**src/rtl/isu_pkg.sv**
```systemverilog
package isu_pkg;
    localparam int unsigned ISU_REG_W = 32;
    // Positions that physically exist in the status word.
    localparam logic [ISU_REG_W-1:0] ISU_IMPL_MAP  = 32'h131F_007F;
    // Implemented positions that follow live FIFO flags; the rest latch.
    localparam logic [ISU_REG_W-1:0] ISU_LEVEL_MAP = 32'h0000_0077;
endpackage

```
**src/rtl/isu_raw_bank.sv**
```systemverilog
module isu_raw_bank #(
    parameter int unsigned  REG_W     = isu_pkg::ISU_REG_W,
    parameter logic [REG_W-1:0] IMPL_MAP  = isu_pkg::ISU_IMPL_MAP,
    parameter logic [REG_W-1:0] LEVEL_MAP = isu_pkg::ISU_LEVEL_MAP
) (
    input  logic             clk,
    input  logic             rst_n,
    input  logic [REG_W-1:0] evt_i,
    input  logic [REG_W-1:0] lvl_i,
    input  logic             clr_we_i,
    input  logic [REG_W-1:0] clr_data_i,
    output logic [REG_W-1:0] raw_o
);
    localparam logic [REG_W-1:0] LVL_BITS    = LEVEL_MAP & IMPL_MAP;
    localparam logic [REG_W-1:0] STICKY_BITS = IMPL_MAP & ~LEVEL_MAP;

    typedef struct packed {
        logic [REG_W-1:0] raw;
    } bank_t;

    bank_t st_d, st_q;
    logic [REG_W-1:0] clr_vec;
    logic [REG_W-1:0] nxt_bits;

    assign clr_vec = clr_we_i ? clr_data_i : '0;

    // Each position picks its own update rule from the two maps.
    for (genvar i = 0; i < int'(REG_W); i++) begin : g_bit
        if (LVL_BITS[i]) begin : g_level
            assign nxt_bits[i] = lvl_i[i];
        end else if (STICKY_BITS[i]) begin : g_sticky
            // A set in the same cycle overrides the clear.
            assign nxt_bits[i] = evt_i[i] | (st_q.raw[i] & ~clr_vec[i]);
        end else begin : g_hole
            assign nxt_bits[i] = 1'b0;
        end
    end

    always_comb begin
        st_d     = st_q;
        st_d.raw = nxt_bits;
    end

    always_ff @(posedge clk or negedge rst_n) begin
        if (!rst_n) st_q <= '0;
        else        st_q <= st_d;
    end

    assign raw_o = st_q.raw;

    // Hole positions of the inputs feed no logic.
    logic unused_holes;
    assign unused_holes = ^{evt_i & ~STICKY_BITS, lvl_i & ~LVL_BITS, clr_vec & ~STICKY_BITS};
endmodule

```
**src/rtl/isu_mask_reg.sv**
```systemverilog
module isu_mask_reg #(
    parameter int unsigned  REG_W    = isu_pkg::ISU_REG_W,
    parameter logic [REG_W-1:0] IMPL_MAP = isu_pkg::ISU_IMPL_MAP
) (
    input  logic             clk,
    input  logic             rst_n,
    input  logic             we_i,
    input  logic [REG_W-1:0] wdata_i,
    output logic [REG_W-1:0] mask_o
);
    typedef struct packed {
        logic [REG_W-1:0] mask;
    } mreg_t;

    mreg_t st_d, st_q;

    always_comb begin
        st_d = st_q;
        if (we_i) st_d.mask = wdata_i & IMPL_MAP;
    end

    always_ff @(posedge clk or negedge rst_n) begin
        if (!rst_n) st_q <= '0;
        else        st_q <= st_d;
    end

    assign mask_o = st_q.mask;
endmodule

```
**src/rtl/isu_irq_reduce.sv**
```systemverilog
module isu_irq_reduce #(
    parameter int unsigned REG_W = isu_pkg::ISU_REG_W
) (
    input  logic             clk,
    input  logic             rst_n,
    input  logic [REG_W-1:0] raw_i,
    input  logic [REG_W-1:0] mask_i,
    output logic [REG_W-1:0] masked_o,
    output logic             irq_o
);
    typedef struct packed {
        logic irq;
    } red_t;

    red_t st_d, st_q;

    assign masked_o = raw_i & mask_i;

    always_comb begin
        st_d     = st_q;
        st_d.irq = |masked_o;
    end

    always_ff @(posedge clk or negedge rst_n) begin
        if (!rst_n) st_q <= '0;
        else        st_q <= st_d;
    end

    assign irq_o = st_q.irq;
endmodule

```
**src/rtl/irq_status_unit.sv**
```systemverilog
module irq_status_unit #(
    parameter int unsigned  REG_W     = isu_pkg::ISU_REG_W,
    parameter logic [REG_W-1:0] IMPL_MAP  = isu_pkg::ISU_IMPL_MAP,
    parameter logic [REG_W-1:0] LEVEL_MAP = isu_pkg::ISU_LEVEL_MAP
) (
    input  logic             clk,
    input  logic             rst_n,
    input  logic [REG_W-1:0] evt_pulse_i,
    input  logic [REG_W-1:0] lvl_flag_i,
    input  logic             mask_we_i,
    input  logic [REG_W-1:0] mask_wdata_i,
    input  logic             clr_we_i,
    input  logic [REG_W-1:0] clr_wdata_i,
    output logic [REG_W-1:0] raw_stat_o,
    output logic [REG_W-1:0] mask_o,
    output logic [REG_W-1:0] masked_stat_o,
    output logic             irq_o
);
    logic [REG_W-1:0] raw_w;
    logic [REG_W-1:0] mask_w;

    isu_raw_bank #(.REG_W(REG_W), .IMPL_MAP(IMPL_MAP), .LEVEL_MAP(LEVEL_MAP)) u_raw (
        .clk       (clk),
        .rst_n     (rst_n),
        .evt_i     (evt_pulse_i),
        .lvl_i     (lvl_flag_i),
        .clr_we_i  (clr_we_i),
        .clr_data_i(clr_wdata_i),
        .raw_o     (raw_w)
    );

    isu_mask_reg #(.REG_W(REG_W), .IMPL_MAP(IMPL_MAP)) u_mask (
        .clk    (clk),
        .rst_n  (rst_n),
        .we_i   (mask_we_i),
        .wdata_i(mask_wdata_i),
        .mask_o (mask_w)
    );

    isu_irq_reduce #(.REG_W(REG_W)) u_red (
        .clk     (clk),
        .rst_n   (rst_n),
        .raw_i   (raw_w),
        .mask_i  (mask_w),
        .masked_o(masked_stat_o),
        .irq_o   (irq_o)
    );

    assign raw_stat_o = raw_w;
    assign mask_o     = mask_w;
endmodule

```
**config.mk**
```make
export PLATFORM = sky130hd
export DESIGN_NAME = irq_status_unit
export DESIGN_NICKNAME = d
export VERILOG_FILES = /design/src/rtl/isu_pkg.sv /design/src/rtl/isu_raw_bank.sv /design/src/rtl/isu_mask_reg.sv /design/src/rtl/isu_irq_reduce.sv /design/src/rtl/irq_status_unit.sv
export SDC_FILE = /design/constraint.sdc
export NUM_CORES = 1
export LEC_CHECK = 0
export CORE_AREA = 2 2 90 92
export CTS_CLUSTER_DIAMETER = 200
export DETAILED_ROUTE_END_ITERATION = 8
export DIE_AREA = 0 0 92 94
export PLACE_DENSITY_LB_ADDON = 0.12
export SYNTH_ARGS = -nofsm -noshare
export SYNTH_HDL_FRONTEND = slang
export SYNTH_HIERARCHICAL = 1
export SYNTH_SLANG_ARGS = --single-unit
```
**constraint.sdc**
```tcl
create_clock -name clk -period 4.4 [get_ports clk]
set_clock_uncertainty 0.05 [all_clocks]
set_input_delay 0.88 -clock clk [delete_from_list [all_inputs] [get_ports clk]]
set_output_delay 0.88 -clock clk [all_outputs]
set_load 0.05 [all_outputs]
```
==> run_results.csv, run 1 <==
group,metric,value,unit
outcome,status,"complete, no violations",
sta,finalSetupViolCount,0,
worst_setup_path,start_kind,"flop",
floorplanning,dieWidth,92,um
worst_setup_path,worstPathArrival,1.66,ns
worst_setup_path,worstPathRequired,3.47,ns
route,viasPerCell,3.80,
worst_setup_path,crit_end,"masked_stat_o[17]",
sta,tightest_slew,0.966,ns
clock_network,clock_path_buffers,2,
worst_setup_path,critPathLaunch,"u_raw/raw_o[17]$_DFF_PN0_",
global_routing,grt_pass1_vias,1425,
place,dp_hpwl,3.77,mm
global_routing,grt_max_degree,32,
sta,finalHoldViolations,0,
cells_and_area,final_util,34.4,%
floorplanning,dieHeight,94,um
sta,worst_slew_margin_rel,35.4,%
synthesis,synth_cell_type_count,13,
global_routing,grtUsageTotal,11.0,%
sta,setup_tns,0,ns
sta,rsz0062_at_grt,"no",
global_routing,grt_pass1_wl,7.13,mm
clock_network,clock_latency,0.28,ns
clock_network,clk_pin_slew,0.07,ns
synthesis,syn_area,1690,um^2
worst_setup_path,rr_endpoint,"u_red/irq_o$_DFF_PN0_",
cells_and_area,register_area,776,um^2
floorplanning,fp.dieArea,8650,um^2
cells_and_area,most-common-layout-cells,"clkdlybuf4s50_1, conb_1, dfrtp_1",
clock_network,postCtsResizedCells,0,
global_routing,antenna_found_initial,1,
clock_network,cts_made_buffers,5,
cells_and_area,area_delta_synth_final,55.2,%
clock_network,cts_setup_buffers,0,
worst_setup_path,critPathKind,"flop to output port",
synthesis,ys_warn_count,6,
route,wl_per_cell,13.8,um
place,gp_congestion,0.639,
sta,min_period,2.59,ns
cells_and_area,nNetsFinal,370,
route,vias,1295,
cells_and_area,fillers,796,
sta,max_freq,0.386,GHz
sta,finalCritPeriodShare,58.8,%
floorplanning,rows,32,
power_and_ir_drop,ir_drop,132,uV
floorplanning,coreArea,7610,um^2
clock_network,root_buffer,"clkbuf_8",
job,cap_violations,0,
cells_and_area,layout_commonest_cell,"clkdlybuf4s50_1",
worst_setup_path,worstSetupEndpointType,"output port",
cells_and_area,multi_input_area,733,um^2
route,routed_wl,4.71,mm
worst_setup_path,rrSetupSlack,2.12,ns
synthesis,syn_area_per_cell,11.4,um^2
floorplanning,io_pins,229,
floorplanning,initial_core_util,22.2,%
worst_setup_path,r2r-start,"u_mask/mask_o[5]$_DFFE_PN0P_",
route,drc_errors,0,
clock_network,hold_buffers,0,
synthesis,yosys_register_bits,31,
route,drt_pass1_iterations,3,
route,antenna_left,0,
clock_network,clock-sinks,31,
clock_network,htree_levels,2,
min_path,hp-class,"flop to flop",
clock_network,cts_tree,"yes",
place,port_buffers,88,
power_and_ir_drop,power_density,381,nW/um^2
route,drt-initial-drc-count,16,
synthesis,syn_inst,148,
worst_setup_path,cp_max_fo,3,
synthesis,seq_area_frac_synth,46.0,%
sta,drv_slew,0,
cells_and_area,drive_above_1_share,11.8,%
worst_setup_path,rr_worst_depth,4,
global_routing,overflow,0,
power_and_ir_drop,p_leak,0.00114,uW
sequential cells by signal, summed over array words and instances (netlist names):
signal         cells
u_mask/mask_o     15
u_raw/raw_o       15
u_red/irq_o        1
stage by stage:
step           cell area [um^2]  hold slack [ns]  total power [uW]  cells  setup slack [ns]
3_3_place_gp               2510            0.439               732    333              1.74
2_1_floorplan              1810            0.534               630    180              1.80
6_report                   2620            0.452               998    341              1.81
5_1_grt                    2620            0.490              1050    341              1.71
4_1_cts                    2620            0.460              1010    340              1.78
3_5_place_dp               2510            0.444               732    333              1.72
where the power goes:
| group | switching, uW | internal, uW |
|---|---|---|
| Combinational | 276 | 129 |
| Clock | 104 | 166 |
| Sequential | 16.1 | 307 |
| Total | 396 | 602 |
cells by family (layout without fill, tap and decap cells):
logic type / Yosys count / in the layout / share of synthesized area, %
DFF: 31 / 31 / 46.0
AOI/OAI and AO/OA: 9 / 9 / 4.01
buffers and inverters: 37 / 95 / 17.7
and+or+nand+nor: 54 / 54 / 19.7
other: 2 / 35 / 0.445
muxes: 15 / 15 / 12.2
synth_stat cells, drive strengths merged:
| cell | count | area share [%] |
|---|---|---|
| or2 | 4 | 1.5 |
| buf | 37 | 18 |
| nand2 | 9 | 2.0 |
| or4 | 9 | 4.0 |
| conb | 2 | 0.45 |
| mux2 | 15 | 12 |
| a21o | 9 | 4.0 |
| and2 | 32 | 12 |
| dfrtp | 31 | 46 |
area by class of cell:
| type | instances | share of cell area, % |
|---|---|---|
| antenna | 1 | 0.0956 |
| clock buffer | 6 | 2.77 |
| clock inverter | 1 | 1.15 |
| multi-input combinational | 112 | 28.0 |
| sequential | 31 | 29.6 |
| tap | 102 | 4.88 |
| timing repair buffer | 88 | 33.5 |
per-layer routing:
layer / vias up / track usage, % / share of wire [%] / wire (um)
met4: 0 / 3.36 / 0.85 / 40
met5: - / 0 / 0 / 0
met1: 589 / 13.3 / 43 / 2040
li1: 604 / - / - / -
met3: 4 / 5.62 / 13 / 592
met2: 98 / 16.9 / 43 / 2040
critical path, stage by stage (launching register included):
cell and delay (ns):
dfrtp_1 0.39, and2_1 0.17, clkdlybuf4s50_1 0.82
how the worst min path moves through the flow:
stage / slack (ns) / from / end / depth (start not counted)
after global placement: 0.44 / u_raw/raw_o[19]$_DFF_PN0_ / u_raw/raw_o[19]$_DFF_PN0_ / 1
after floorplan: 0.53 / rst_n / u_mask/mask_o[0]$_DFFE_PN0P_ / 0
after global routing: 0.49 / u_raw/raw_o[20]$_DFF_PN0_ / u_raw/raw_o[20]$_DFF_PN0_ / 1
final: 0.45 / u_raw/raw_o[28]$_DFF_PN0_ / u_raw/raw_o[28]$_DFF_PN0_ / 1
after detailed placement: 0.44 / u_raw/raw_o[24]$_DFF_PN0_ / u_raw/raw_o[24]$_DFF_PN0_ / 1
after CTS: 0.46 / u_raw/raw_o[24]$_DFF_PN0_ / u_raw/raw_o[24]$_DFF_PN0_ / 1
Note: power is estimated with default switching activity, not from simulation.
==> run 2, diff against run 1 <==
--- a/config.mk
+++ b/config.mk
@@ -5,10 +5,10 @@
 export SDC_FILE = /design/constraint.sdc
 export NUM_CORES = 1
 export LEC_CHECK = 0
-export CORE_AREA = 2 2 90 92
+export CORE_AREA = 2 2 88 90
 export CTS_CLUSTER_DIAMETER = 200
 export DETAILED_ROUTE_END_ITERATION = 8
-export DIE_AREA = 0 0 92 94
+export DIE_AREA = 0 0 90 92
 export PLACE_DENSITY_LB_ADDON = 0.12
 export SYNTH_ARGS = -nofsm -noshare
 export SYNTH_HDL_FRONTEND = slang
==> constraint.sdc (replaced) <==
create_clock -name clk -period 2.4 [get_ports clk]
set_clock_uncertainty 0.05 [all_clocks]
set_input_delay 0.48 -clock clk [delete_from_list [all_inputs] [get_ports clk]]
set_output_delay 0.48 -clock clk [all_outputs]
set_load 0.05 [all_outputs]
==> run 2 against run 1 <==
Net effect: critical path depth up 2; design area rose by 0.24%; register-to-register slack got worse by 2.0 ns; hold slack got worse by 0.23 ns; critical endpoint is now u_red/irq_o$_DFF_PN0_; non-clock buffer count grew 1; die area fell by 4.3%; total power is 75% higher; core utilization up 0.82 points; final cell count is 0.29% higher; clock power up 47%; sequential power up 84%; critical path type is now flop to flop; flip-flop and latch count unchanged.
==> run_results.csv, run 2 (synthesized netlist as in run 1, its figures left out) <==
group,metric,value,unit
clock_network,cts_tree,"yes",
worst_setup_path,crit_chain,"and2_4, or4_1, or4_1, or4_1",
sta,setup_tns,0,ns
power_and_ir_drop,comb_power_share,43.0,%
floorplanning,initial_core_util,22.6,%
cells_and_area,drive_above_1_share,17.5,%
worst_setup_path,worstPathArrival,2.35,ns
worst_setup_path,worstPathRequired,2.50,ns
sta,rsz0062_at_grt,"no",
sta,min_period,2.25,ns
sta,fin_ws,0.152,ns
cells_and_area,most-common-layout-cells,"clkdlybuf4s50_1, conb_1, dfrtp_1",
route,drc_errors,0,
cells_and_area,n_antenna_cell,0,
cells_and_area,nNetsFinal,371,
power_and_ir_drop,p_sw_share,42.0,%
worst_setup_path,rrSetupSlack,0.15,ns
power_and_ir_drop,p_int,1010,uW
global_routing,grt_max_degree,32,
global_routing,grt_pass1_wl,7.11,mm
clock_network,postCtsResizedCells,0,
power_and_ir_drop,p_sw,731,uW
route,antenna_left,0,
floorplanning,dieWidth,90,um
power_and_ir_drop,power_density,664,nW/um^2
worst_setup_path,cp.buffers_inverters,0,
route,vias,1285,
place,port_buffers,88,
sta,finalCritPeriodShare,93.7,%
outcome,status,"complete, no violations",
cells_and_area,area_delta_synth_final,55.6,%
power_and_ir_drop,ir_drop,223,uV
sta,max_freq,0.445,GHz
global_routing,grtUsageTotal,11.3,%
clock_network,hold_buffers,0,
worst_setup_path,critical_path.max_stage_delay,0.54,ns
worst_setup_path,cpMaxStageDelayCell,"or4_1",
cells_and_area,fillers,774,
route,wl_per_cell,13.7,um
power_and_ir_drop,p_leak,0.00114,uW
route,drt-initial-drc-count,16,
clock_network,clock-sinks,31,
clock_network,clock_path_buffers,2,
clock_network,cts_setup_buffers,0,
place,pre_cts_ws,0.135,ns
cells_and_area,final_util,35.2,%
clock_network,clock_latency,0.28,ns
route,drt_pass1_iterations,2,
place,gp_congestion,0.656,
worst_setup_path,start_kind,"flop",
cells_and_area,multi_input_area,749,um^2
clock_network,root_buffer,"clkbuf_8",
cells_and_area,register_area,782,um^2
place,dp_hpwl,3.68,mm
min_path,hp-class,"input port to async pin",
power_and_ir_drop,p_seq_share,34.2,%
power_and_ir_drop,finalPower,1740,uW
sta,tightest_slew,0.749,ns
route,viasPerCell,3.76,
sta,finalSetupViolCount,0,
global_routing,antenna_found_initial,0,
worst_setup_path,worstSetupEndpointType,"flop",
cells_and_area,layout_commonest_cell,"clkdlybuf4s50_1",
worst_setup_path,critPathKind,"flop to flop",
power_and_ir_drop,p_clk_share,22.8,%
job,cap_violations,0,
clock_network,clk_pin_slew,0.07,ns
route,routed_wl,4.67,mm
global_routing,grt_pass1_vias,1399,
floorplanning,coreArea,7450,um^2
sta,drv_slew,0,
global_routing,overflow,0,
floorplanning,rows,32,
clock_network,cts_made_buffers,5,
sta,finalHoldViolations,0,
sta,worst_slew_margin_rel,50.1,%
floorplanning,fp.dieArea,8280,um^2
worst_setup_path,cp_common_cell,"or4_1",
floorplanning,dieHeight,92,um
clock_network,htree_levels,2,
worst_setup_path,cp_max_fo,2,
worst_setup_path,path_delay_family,"simple AND/OR/NAND/NOR gates",
floorplanning,io_pins,229,
run 2: cell types whose count changed in the layout (fill, tap and decap cells not counted):
cell	before	now
and2_4	2	7
clkinv_2	0	1
diode_2	1	0
buf_4	0	1
and2_2	0	3
and2_1	30	22
dfrtp_1	31	26
clkbuf_1	1	2
dfrtp_2	0	5
bufinv_16	1	0
run 2: power by group through the flow:
stage | clock network (uW) | logic (uW) | registers (uW)
CTS | 425 | 748 | 596
finish | 398 | 749 | 595
detailed placement | 0 | 747 | 604
floorplan | 0 | 422 | 744
global placement | 0 | 746 | 606
global route | 454 | 781 | 603
run 2: routing by layer:
metal / wire length [um] / vias to the layer above / GRT usage, %
met2: 2030 / 94 / 17.4
met1: 2010 / 582 / 13.6
li1: - / 604 / -
met3: 574 / 5 / 6.08
met4: 55 / 0 / 3.08
met5: 0 / - / 0
run 2: area by class of cell:
class                           instances  share of cell area [%]
Clock buffer                            7                    2.91
Clock inverter                          1                   0.191
Multi-Input combinational cell        112                    28.6
Sequential cell                        31                    29.8
Tap cell                              102                    4.86
Timing Repair Buffer                   89                    33.7
run 2: final timing paths:
path                       cells past startpoint                      start                             to
min in group clk                               1  u_raw/raw_o[28]$_DFF_PN0_      u_raw/raw_o[28]$_DFF_PN0_
max in group asynchronous                      1                      rst_n  u_mask/mask_o[25]$_DFFE_PN0P_
setup reg to reg                               4   u_raw/raw_o[5]$_DFF_PN0_          u_red/irq_o$_DFF_PN0_
setup / recovery                               4   u_raw/raw_o[5]$_DFF_PN0_          u_red/irq_o$_DFF_PN0_
hold reg to reg                                1  u_raw/raw_o[28]$_DFF_PN0_      u_raw/raw_o[28]$_DFF_PN0_
hold / removal                                 1                      rst_n       u_raw/raw_o[1]$_DFF_PN0_
run 2: stage by stage:
step	instance area (um^2)	std cells	hold WS, ns
global route	2620	342	0.277
floorplan	1830	180	0.134
detailed placement	2540	334	0.434
CTS	2620	342	0.248
finish	2620	342	0.219
global placement	2540	334	0.433
